--- src/rtl/cq_pkg.sv ---
package cq_pkg;
    typedef enum logic [1:0] {
        OP_LOAD  = 2'd0,
        OP_STORE = 2'd1,
        OP_EXEC  = 2'd2,
        OP_NONE  = 2'd3
    } cq_op_e;

    localparam int FLAG_W = 4;
    typedef logic [FLAG_W-1:0] cq_flags_t;

    // flag bit positions
    localparam int FB_WAIT_A = 0;
    localparam int FB_SIG_A  = 1;
    localparam int FB_WAIT_B = 2;
    localparam int FB_SIG_B  = 3;

    // lane indices
    localparam int NQ   = 3;
    localparam int Q_LD = 0;
    localparam int Q_ST = 1;
    localparam int Q_EX = 2;

    // token counter indices
    localparam int NT   = 4;
    localparam int T_LE = 0;
    localparam int T_EL = 1;
    localparam int T_ES = 2;
    localparam int T_SE = 3;

    function automatic logic deps_met(cq_flags_t f, logic have_a, logic have_b);
        return (!f[FB_WAIT_A] || have_a) && (!f[FB_WAIT_B] || have_b);
    endfunction
endpackage

--- src/rtl/cq_fifo.sv ---
module cq_fifo #(
    parameter int W     = 8,
    parameter int DEPTH = 4
) (
    input  logic         clk,
    input  logic         rst,
    input  logic         push,
    input  logic [W-1:0] din,
    input  logic         pop,
    output logic [W-1:0] dout,
    output logic         empty,
    output logic         full
);
    localparam int AW = (DEPTH > 1) ? $clog2(DEPTH) : 1;
    localparam int CW = $clog2(DEPTH + 1);
    localparam logic [AW-1:0] LAST = AW'(DEPTH - 1);

    logic [W-1:0]  mem [DEPTH];
    logic [AW-1:0] wp, rp;
    logic [CW-1:0] cnt;

    assign empty = (cnt == '0);
    assign full  = (cnt == CW'(DEPTH));
    assign dout  = mem[rp];

    always_ff @(posedge clk) begin
        if (push) mem[wp] <= din;
    end

    always_ff @(posedge clk) begin
        if (rst) begin
            wp  <= '0;
            rp  <= '0;
            cnt <= '0;
        end else begin
            if (push) wp <= (wp == LAST) ? '0 : wp + 1'b1;
            if (pop)  rp <= (rp == LAST) ? '0 : rp + 1'b1;
            case ({push, pop})
                2'b10:   cnt <= cnt + 1'b1;
                2'b01:   cnt <= cnt - 1'b1;
                default: cnt <= cnt;
            endcase
        end
    end

    p_no_push_full_r4: assert property (@(posedge clk) disable iff (rst)
        push |-> !full);
    p_no_pop_empty_r3: assert property (@(posedge clk) disable iff (rst)
        pop |-> !empty);
endmodule

--- src/rtl/cq_token.sv ---
module cq_token #(
    parameter int CNT_W = 2
) (
    input  logic clk,
    input  logic rst,
    input  logic inc,
    input  logic dec,
    output logic nz,
    output logic ovf
);
    localparam logic [CNT_W-1:0] MAXV = '1;

    logic [CNT_W-1:0] cnt;

    assign nz = (cnt != '0);

    always_ff @(posedge clk) begin
        if (rst) begin
            cnt <= '0;
            ovf <= 1'b0;
        end else begin
            if (inc && !dec) begin
                if (cnt == MAXV) ovf <= 1'b1;
                else             cnt <= cnt + 1'b1;
            end else if (dec && !inc) begin
                cnt <= cnt - 1'b1;
            end
        end
    end

    p_no_underflow_r5: assert property (@(posedge clk) disable iff (rst)
        dec |-> nz);
    p_sat_hold_r8: assert property (@(posedge clk) disable iff (rst)
        (cnt == MAXV && inc && !dec) |=> (cnt == MAXV && ovf));
    p_err_sticky_r8: assert property (@(posedge clk) disable iff (rst)
        ovf |=> ovf);
    p_net_zero_r9: assert property (@(posedge clk) disable iff (rst)
        (inc && dec) |=> $stable(cnt));
endmodule

--- src/rtl/cq_lane.sv ---
module cq_lane
    import cq_pkg::*;
#(
    parameter int DW    = 8,
    parameter int DEPTH = 4,
    parameter int INFL  = 2
) (
    input  logic          clk,
    input  logic          rst,
    input  logic          push,
    input  cq_flags_t     push_flags,
    input  logic [DW-1:0] push_data,
    output logic          full_o,
    output cq_flags_t     head_flags_o,
    input  logic          deps_ok_i,
    output logic          issue_valid_o,
    input  logic          issue_ready_i,
    output logic [DW-1:0] issue_data_o,
    output logic          fire_o,
    input  logic          done_i,
    output logic          done_fire_o,
    output cq_flags_t     done_flags_o
);
    localparam int CMD_W = FLAG_W + DW;

    logic [CMD_W-1:0] head;
    logic             cmd_empty, inf_empty, inf_full;

    cq_fifo #(.W(CMD_W), .DEPTH(DEPTH)) u_cmd (
        .clk(clk), .rst(rst),
        .push(push), .din({push_flags, push_data}),
        .pop(fire_o), .dout(head),
        .empty(cmd_empty), .full(full_o)
    );

    assign head_flags_o  = head[CMD_W-1 -: FLAG_W];
    assign issue_data_o  = head[DW-1:0];
    assign issue_valid_o = !cmd_empty && !inf_full && deps_ok_i;
    assign fire_o        = issue_valid_o && issue_ready_i;
    assign done_fire_o   = done_i && !inf_empty;

    // signal bits of issued commands, kept in issue order
    cq_fifo #(.W(FLAG_W), .DEPTH(INFL)) u_inflight (
        .clk(clk), .rst(rst),
        .push(fire_o), .din(head_flags_o),
        .pop(done_fire_o), .dout(done_flags_o),
        .empty(inf_empty), .full(inf_full)
    );

    p_hold_r10: assert property (@(posedge clk) disable iff (rst)
        (issue_valid_o && !issue_ready_i) |=> (issue_valid_o && $stable(issue_data_o)));
endmodule

--- src/rtl/cq_frontend.sv ---
module cq_frontend
    import cq_pkg::*;
#(
    parameter int DW    = 8,
    parameter int DEPTH = 4,
    parameter int INFL  = 2,
    parameter int CNT_W = 2
) (
    input  logic          clk,
    input  logic          rst,
    input  logic          cmd_valid_i,
    output logic          cmd_ready_o,
    input  logic [1:0]    cmd_op_i,
    input  logic [3:0]    cmd_flags_i,
    input  logic [DW-1:0] cmd_data_i,
    output logic          ld_valid_o,
    input  logic          ld_ready_i,
    output logic [DW-1:0] ld_data_o,
    output logic          st_valid_o,
    input  logic          st_ready_i,
    output logic [DW-1:0] st_data_o,
    output logic          ex_valid_o,
    input  logic          ex_ready_i,
    output logic [DW-1:0] ex_data_o,
    input  logic          ld_done_i,
    input  logic          st_done_i,
    input  logic          ex_done_i,
    output logic          tok_err_o
);
    cq_op_e          op;
    logic [NQ-1:0]   q_push, q_full, q_ok, q_valid, q_ready, q_fire, q_done, q_dfire;
    cq_flags_t       q_hflags [NQ];
    cq_flags_t       q_dflags [NQ];
    logic [DW-1:0]   q_data   [NQ];
    logic [NT-1:0]   t_inc, t_dec, t_nz, t_ovf;

    assign op = cq_op_e'(cmd_op_i);

    always_comb begin
        cmd_ready_o = 1'b1;
        if (op != OP_NONE) cmd_ready_o = !q_full[cmd_op_i];
    end

    assign q_ready = {ex_ready_i, st_ready_i, ld_ready_i};
    assign q_done  = {ex_done_i, st_done_i, ld_done_i};

    // load/store see only the execute-side counter; bits 3:2 unused there
    assign q_ok[Q_LD] = deps_met(q_hflags[Q_LD], t_nz[T_EL], 1'b1);
    assign q_ok[Q_ST] = deps_met(q_hflags[Q_ST], t_nz[T_ES], 1'b1);
    assign q_ok[Q_EX] = deps_met(q_hflags[Q_EX], t_nz[T_LE], t_nz[T_SE]);

    generate
        for (genvar q = 0; q < NQ; q++) begin : g_lane
            assign q_push[q] = cmd_valid_i && cmd_ready_o && (cmd_op_i == 2'(q));
            cq_lane #(.DW(DW), .DEPTH(DEPTH), .INFL(INFL)) u_lane (
                .clk(clk), .rst(rst),
                .push(q_push[q]), .push_flags(cmd_flags_i), .push_data(cmd_data_i),
                .full_o(q_full[q]), .head_flags_o(q_hflags[q]),
                .deps_ok_i(q_ok[q]),
                .issue_valid_o(q_valid[q]), .issue_ready_i(q_ready[q]),
                .issue_data_o(q_data[q]), .fire_o(q_fire[q]),
                .done_i(q_done[q]), .done_fire_o(q_dfire[q]),
                .done_flags_o(q_dflags[q])
            );
        end
    endgenerate

    // token producers (completion) and consumers (issue)
    assign t_inc[T_LE] = q_dfire[Q_LD] && q_dflags[Q_LD][FB_SIG_A];
    assign t_inc[T_SE] = q_dfire[Q_ST] && q_dflags[Q_ST][FB_SIG_A];
    assign t_inc[T_EL] = q_dfire[Q_EX] && q_dflags[Q_EX][FB_SIG_A];
    assign t_inc[T_ES] = q_dfire[Q_EX] && q_dflags[Q_EX][FB_SIG_B];

    assign t_dec[T_EL] = q_fire[Q_LD] && q_hflags[Q_LD][FB_WAIT_A];
    assign t_dec[T_ES] = q_fire[Q_ST] && q_hflags[Q_ST][FB_WAIT_A];
    assign t_dec[T_LE] = q_fire[Q_EX] && q_hflags[Q_EX][FB_WAIT_A];
    assign t_dec[T_SE] = q_fire[Q_EX] && q_hflags[Q_EX][FB_WAIT_B];

    generate
        for (genvar t = 0; t < NT; t++) begin : g_tok
            cq_token #(.CNT_W(CNT_W)) u_tok (
                .clk(clk), .rst(rst),
                .inc(t_inc[t]), .dec(t_dec[t]),
                .nz(t_nz[t]), .ovf(t_ovf[t])
            );
        end
    endgenerate

    assign tok_err_o = |t_ovf;

    assign ld_valid_o = q_valid[Q_LD];
    assign st_valid_o = q_valid[Q_ST];
    assign ex_valid_o = q_valid[Q_EX];
    assign ld_data_o  = q_data[Q_LD];
    assign st_data_o  = q_data[Q_ST];
    assign ex_data_o  = q_data[Q_EX];

    p_discard_r2: assert property (@(posedge clk) disable iff (rst)
        (cmd_valid_i && op == OP_NONE) |-> (cmd_ready_o && q_push == '0));
    p_one_target_r1: assert property (@(posedge clk) disable iff (rst)
        $onehot0(q_push));
    p_err_sticky_r8: assert property (@(posedge clk) disable iff (rst)
        tok_err_o |=> tok_err_o);
    p_wait_gate_r5: assert property (@(posedge clk) disable iff (rst)
        (ex_valid_o && q_hflags[Q_EX][FB_WAIT_A]) |-> t_nz[T_LE]);
endmodule

--- config.mk ---
export PLATFORM = sky130hd
export DESIGN_NAME = cq_frontend
export DESIGN_NICKNAME = d
export VERILOG_FILES = /design/src/rtl/cq_pkg.sv /design/src/rtl/cq_fifo.sv /design/src/rtl/cq_token.sv /design/src/rtl/cq_lane.sv /design/src/rtl/cq_frontend.sv
export SDC_FILE = /design/constraint.sdc
export NUM_CORES = 1
export LEC_CHECK = 0
export BUFFER_PORTS_ARGS = -buffer_cell sky130_fd_sc_hd__buf_2
export CAP_MARGIN = 25
export CELL_PAD_IN_SITES_DETAIL_PLACEMENT = 1
export CELL_PAD_IN_SITES_GLOBAL_PLACEMENT = 2
export CORE_AREA = 2 2 150 152
export CTS_CLUSTER_SIZE = 25
export DETAILED_ROUTE_END_ITERATION = 8
export DIE_AREA = 0 0 152 154
export GPL_TIMING_DRIVEN = 0
export PLACE_DENSITY_LB_ADDON = 0.1
export RECOVER_POWER = 50
export SLEW_MARGIN = 20
export SYNTH_ARGS = -nofsm -noshare
export SYNTH_HDL_FRONTEND = slang
export SYNTH_HIERARCHICAL = 1
export SYNTH_SLANG_ARGS = --single-unit
--- constraint.sdc ---
create_clock -name clk -period 3.05 [get_ports clk]
set_input_delay 0.61 -clock clk [delete_from_list [all_inputs] [get_ports clk]]
set_output_delay 0.61 -clock clk [all_outputs]
set_load 0.05 [all_outputs]
Word-level counts from Yosys, hierarchy flattened
Memory sizes are Yosys's and may differ from the RTL's. A register that Yosys moved wholly into a read port is not among the register bits.
Index checks and enable logic that the tools add are counted.
- reductions and logical operators: 89
- add/subtract/negate cells: 32
- multiplexer cells: 57
- $lt $le $gt $ge: 1
- eq/ne operators: 35
- operators by type and width (operator ; number):
    2-bit 2-to-1 mux ; 24
    2-bit equality test (second input constant) ; 20
    1-bit logical AND ; 33
    2-bit nonzero test ; 14
    2-bit by 1-bit adder with 2-bit output (second input constant) ; 13
    1-bit 2-to-1 mux ; 26
    1-bit zero test ; 22
    3-bit one-hot mux with 2 select lines ; 3
    2-bit AND reduction ; 8
    2-bit by 1-bit equality test with 1-bit output (second input constant) ; 7
    2-bit by 1-bit subtractor with 2-bit output (second input constant) ; 7
    2-bit one-hot mux with 2 select lines ; 3
    2-bit != test (second input constant) ; 5
    3-bit by 1-bit adder with 3-bit output (second input constant) ; 3
    3-bit equality test (second input constant) ; 3
    3-bit zero test ; 3
    3-bit by 1-bit subtractor with 3-bit output (second input constant) ; 3
    2-bit zero test ; 4
    1-bit adder (second input constant) ; 6
    1-bit logical OR ; 4
    4-bit OR reduction ; 1
    2-bit by 3-bit less-than comparator with 1-bit output (second input constant) ; 1
    1-bit binary-select mux with 2-bit select ; 1
- register bits after elaboration: 45
- logic and storage cells: 246
- output and inout port bits: 29
- bits in writable memories: 168
- memories: 6
- input port bits: 23
- memory list (name ; words ; bits a word ; read ports ; clocked after Yosys merged registers in ; wr ports ; RTL line ; RTL):
    g_lane[0].u_lane.u_cmd.mem ; 4 ; 12 ; 1 ; 1 ; 1 ; cq_fifo.sv:18 ; logic [W-1:0] mem [DEPTH];
    g_lane[1].u_lane.u_cmd.mem ; 4 ; 12 ; 1 ; 1 ; 1 ; cq_fifo.sv:18 ;
    g_lane[2].u_lane.u_cmd.mem ; 4 ; 12 ; 1 ; 1 ; 1 ; cq_fifo.sv:18 ;
    g_lane[0].u_lane.u_inflight.mem ; 2 ; 4 ; 1 ; 1 ; 1 ; cq_fifo.sv:18 ;
    g_lane[1].u_lane.u_inflight.mem ; 2 ; 4 ; 1 ; 1 ; 1 ; cq_fifo.sv:18 ;
    g_lane[2].u_lane.u_inflight.mem ; 2 ; 4 ; 1 ; 1 ; 1 ; cq_fifo.sv:18 ;

Logic depth before layout (Yosys ltp)
- word-level depth: 10
- mapped depth: 10
- mapped depth without buffers: 10

By module
Netlist, hierarchy kept.
- by module, submodules not included (module ; cells an instance ; times used ; sequential area each (sq um) ; area each (sq um)):
    cq_fifo at g_lane[0].u_lane.u_cmd ... ; 110 ; 3 ; 1621.6 ; 2183.3
    cq_fifo at g_lane[0].u_lane.u_inflight ... ; 34 ; 3 ; 340.3 ; 490.5
    cq_token ; 15 ; 4 ; 60.1 ; 145.1
    cq_frontend ; 20 ; 1 ; 0.0 ; 137.6
    cq_lane ; 3 ; 3 ; 0.0 ; 26.3

Least setup slack after synthesis
OpenSTA, ideal clock, no wires.
- kind: register to output
- start: reg with a tool-made name
- end: out ex_valid_o
- stages on the path, launching flop included: 5
- buffers on the path: 1
- required time: 2440 ps
- arrival: 2446 ps
- path slack: -6 ps
- cell sequence: dfxtp_1 > buf_6 > mux4_2 > a22oi_1 > nor3b_1
- RTL lines (what ; RTL line ; RTL):
    end, declared ; cq_frontend.sv:22 ; output logic ex_valid_o,

==> metrics <==
status=finished clean; die height=154 um; Placed Area=0.00828 mm^2; Slew headroom=36.7%; Final period util=96.6%; FP Rows=54; CTS tree=done; Initial DRT Pass Iterations=4; number of global-route vias before repair=4397; GRT Total Usage=13.8%; ant diodes=0; Antenna Nets Post-Route=0; first-pass GRT wire length=24600 um; WS Path Type=reg2out; vias per inst=4.81; clock buffer depth=2; Skew-Pair Late Insertion Delay=440 ps; area of the multi-input gates=0.00236 mm^2; total grt overflow=0; count of final hold-check violations=0; LEAKAGE=3.06 nW; synthesized instance count=477; Setup violations, final=0; HP Class=in2reg; PD cells=625 mW/mm^2; Ys Warns=6; # fillers=2118; IO Port Bufs=51; layout cells sized above 1=23.3%; Setup crit end kind=output pin; DRC=0; Finished Layout Cells=842; Max Freq=340 MHz; H-tree lvl count=4; routed via count=4052; register area=0.00517 mm^2; WL final=15300 um; worst path arrival time=2340 ps; io pins=52; Die Area=0.0234 mm^2; dpl cells=808; Initial Utilization=35.4%; syn_area_per_cell=16.1 um^2; largest net degree at the start of global routing=49; post-route cell area=0.00896 mm^2; TritonCTS Buffers=17; startpoint types=flop; Layout Skew=12.1 ps; Final #Nets=596; fin crit period=2950 ps; DRT iter0 DRCs=176; # Max-Cap Violations=0; GP Congestion=0.687; CP max FO=10; VDD IR max=0.361 mV; WL/cell=18.2 um; Min Hold Slack=438 ps; HPWL Detailed=10100 um; Reg clk slew, reported paths=70 ps; clk sink count=190; initial antenna violation count=0; Die W=152 um; Core Util, Final=41.3%; Area Growth Syn to Fin=16.9%; Syn Nets=524; CORE AREA=0.0217 mm^2; Slew @ Worst Pin=936 ps; CTS root buf=clkbuf_16; Max Slew Vio Count=0; Critical Path RT=2440 ps; synthesized cell area=0.00767 mm^2
[metal layers]
| layer | GRT usage, % | share of wire, % | vias to the layer above |
|---|---|---|---|
| met5 | 0 | 0 | - |
| met4 | 4.14 | 1.3 | 0 |
| met3 | 3.72 | 3.2 | 17 |
| met2 | 23.6 | 50 | 57 |
| met1 | 17.3 | 45 | 2061 |
| li1 | - | - | 1917 |
[path summary, 6_finish.rpt]
path / start / end / depth (start not counted) / slack (ps)
max: flop / ex_valid_o / 5 / 100
min: cmd_flags_i[3] / g_lane[2].u_lane/u_cmd/mem[3][11] / 1 / 440
max reg2reg: flop / g_lane[2].u_lane/u_cmd/cnt[2] / 10 / 140
min reg2reg: g_tok[0].u_tok/ovf / g_tok[0].u_tok/ovf / 2 / 470
[metrics by stage]
step | TNS, ps | power (mW) | setup WS, ps
6_report | 0 | 5.60 | 105
5_1_grt | -10.8 | 5.80 | -8.03
4_1_cts | 0 | 5.68 | 28.7
3_5_place_dp | -143 | 3.29 | -133
3_3_place_gp | -434 | 3.27 | -207
2_1_floorplan | 0 | 3.16 | 18.9
[power breakdown]
part / internal, mW / total [mW] / switching, mW
Clock: 1.27 / 2.37 / 1.10
Combinational: 0.145 / 0.380 / 0.235
Sequential: 2.81 / 2.85 / 0.0351
[sequential cells by signal, summed over array words and instances, names as in the netlist, named ones only]
name / flops
g_lane.u_lane/u_cmd/mem: 128
g_lane.u_lane/u_cmd/cnt: 9
g_lane.u_lane/u_inflight/mem: 8
g_tok.u_tok/cnt: 8
g_lane.u_lane/u_cmd/rp: 6
g_lane.u_lane/u_cmd/wp: 6
g_lane.u_lane/u_inflight/cnt: 6
g_tok.u_tok/ovf: 4
g_lane.u_lane/u_inflight/rp: 3
g_lane.u_lane/u_inflight/wp: 3
[critical path: stages, from the launching register on]
cell	delay [ps]
dfxtp_2	380
buf_8	190
mux4_2	540
a22oi_1	220
nor3b_1	310
buf_4	260
[cell usage in the layout (no fill, tap or decap), drive strengths merged, types with 7 or more instances in the layout]
cell	count
inv	36
nor3b	9
mux2	8
clkbuf	30
dfxtp	54
and2b	7
mux2i	7
mux4	32
and2	23
buf	47
xnor2	9
nor2	43
xor2	9
ha	21
nor3	7
a21oi	19
edfxtp	136
nor2b	8
o21ai	10
[timing repair]
| action | 4_1_cts | 5_1_grt |
|---|---|---|
| setup buffers | 1 | 0 |
| hold buffers | 0 | 0 |
| endpoints found under the setup margin | 3 | 4 |
| pin swaps | 1 | 1 |
| gates cloned | 0 | 0 |
| gates resized for setup | 3 | 5 |
[cell type report]
cell class	instances	area share [%]
clock buffer	18	4.79
multi-input combinational	251	26.3
timing repair buffer	53	3.02
inverter	30	1.26
tap	280	3.91
buffer	6	0.628
sequential	190	57.7
clock inverter	14	2.40
Power figures use the tool's default switching activity.
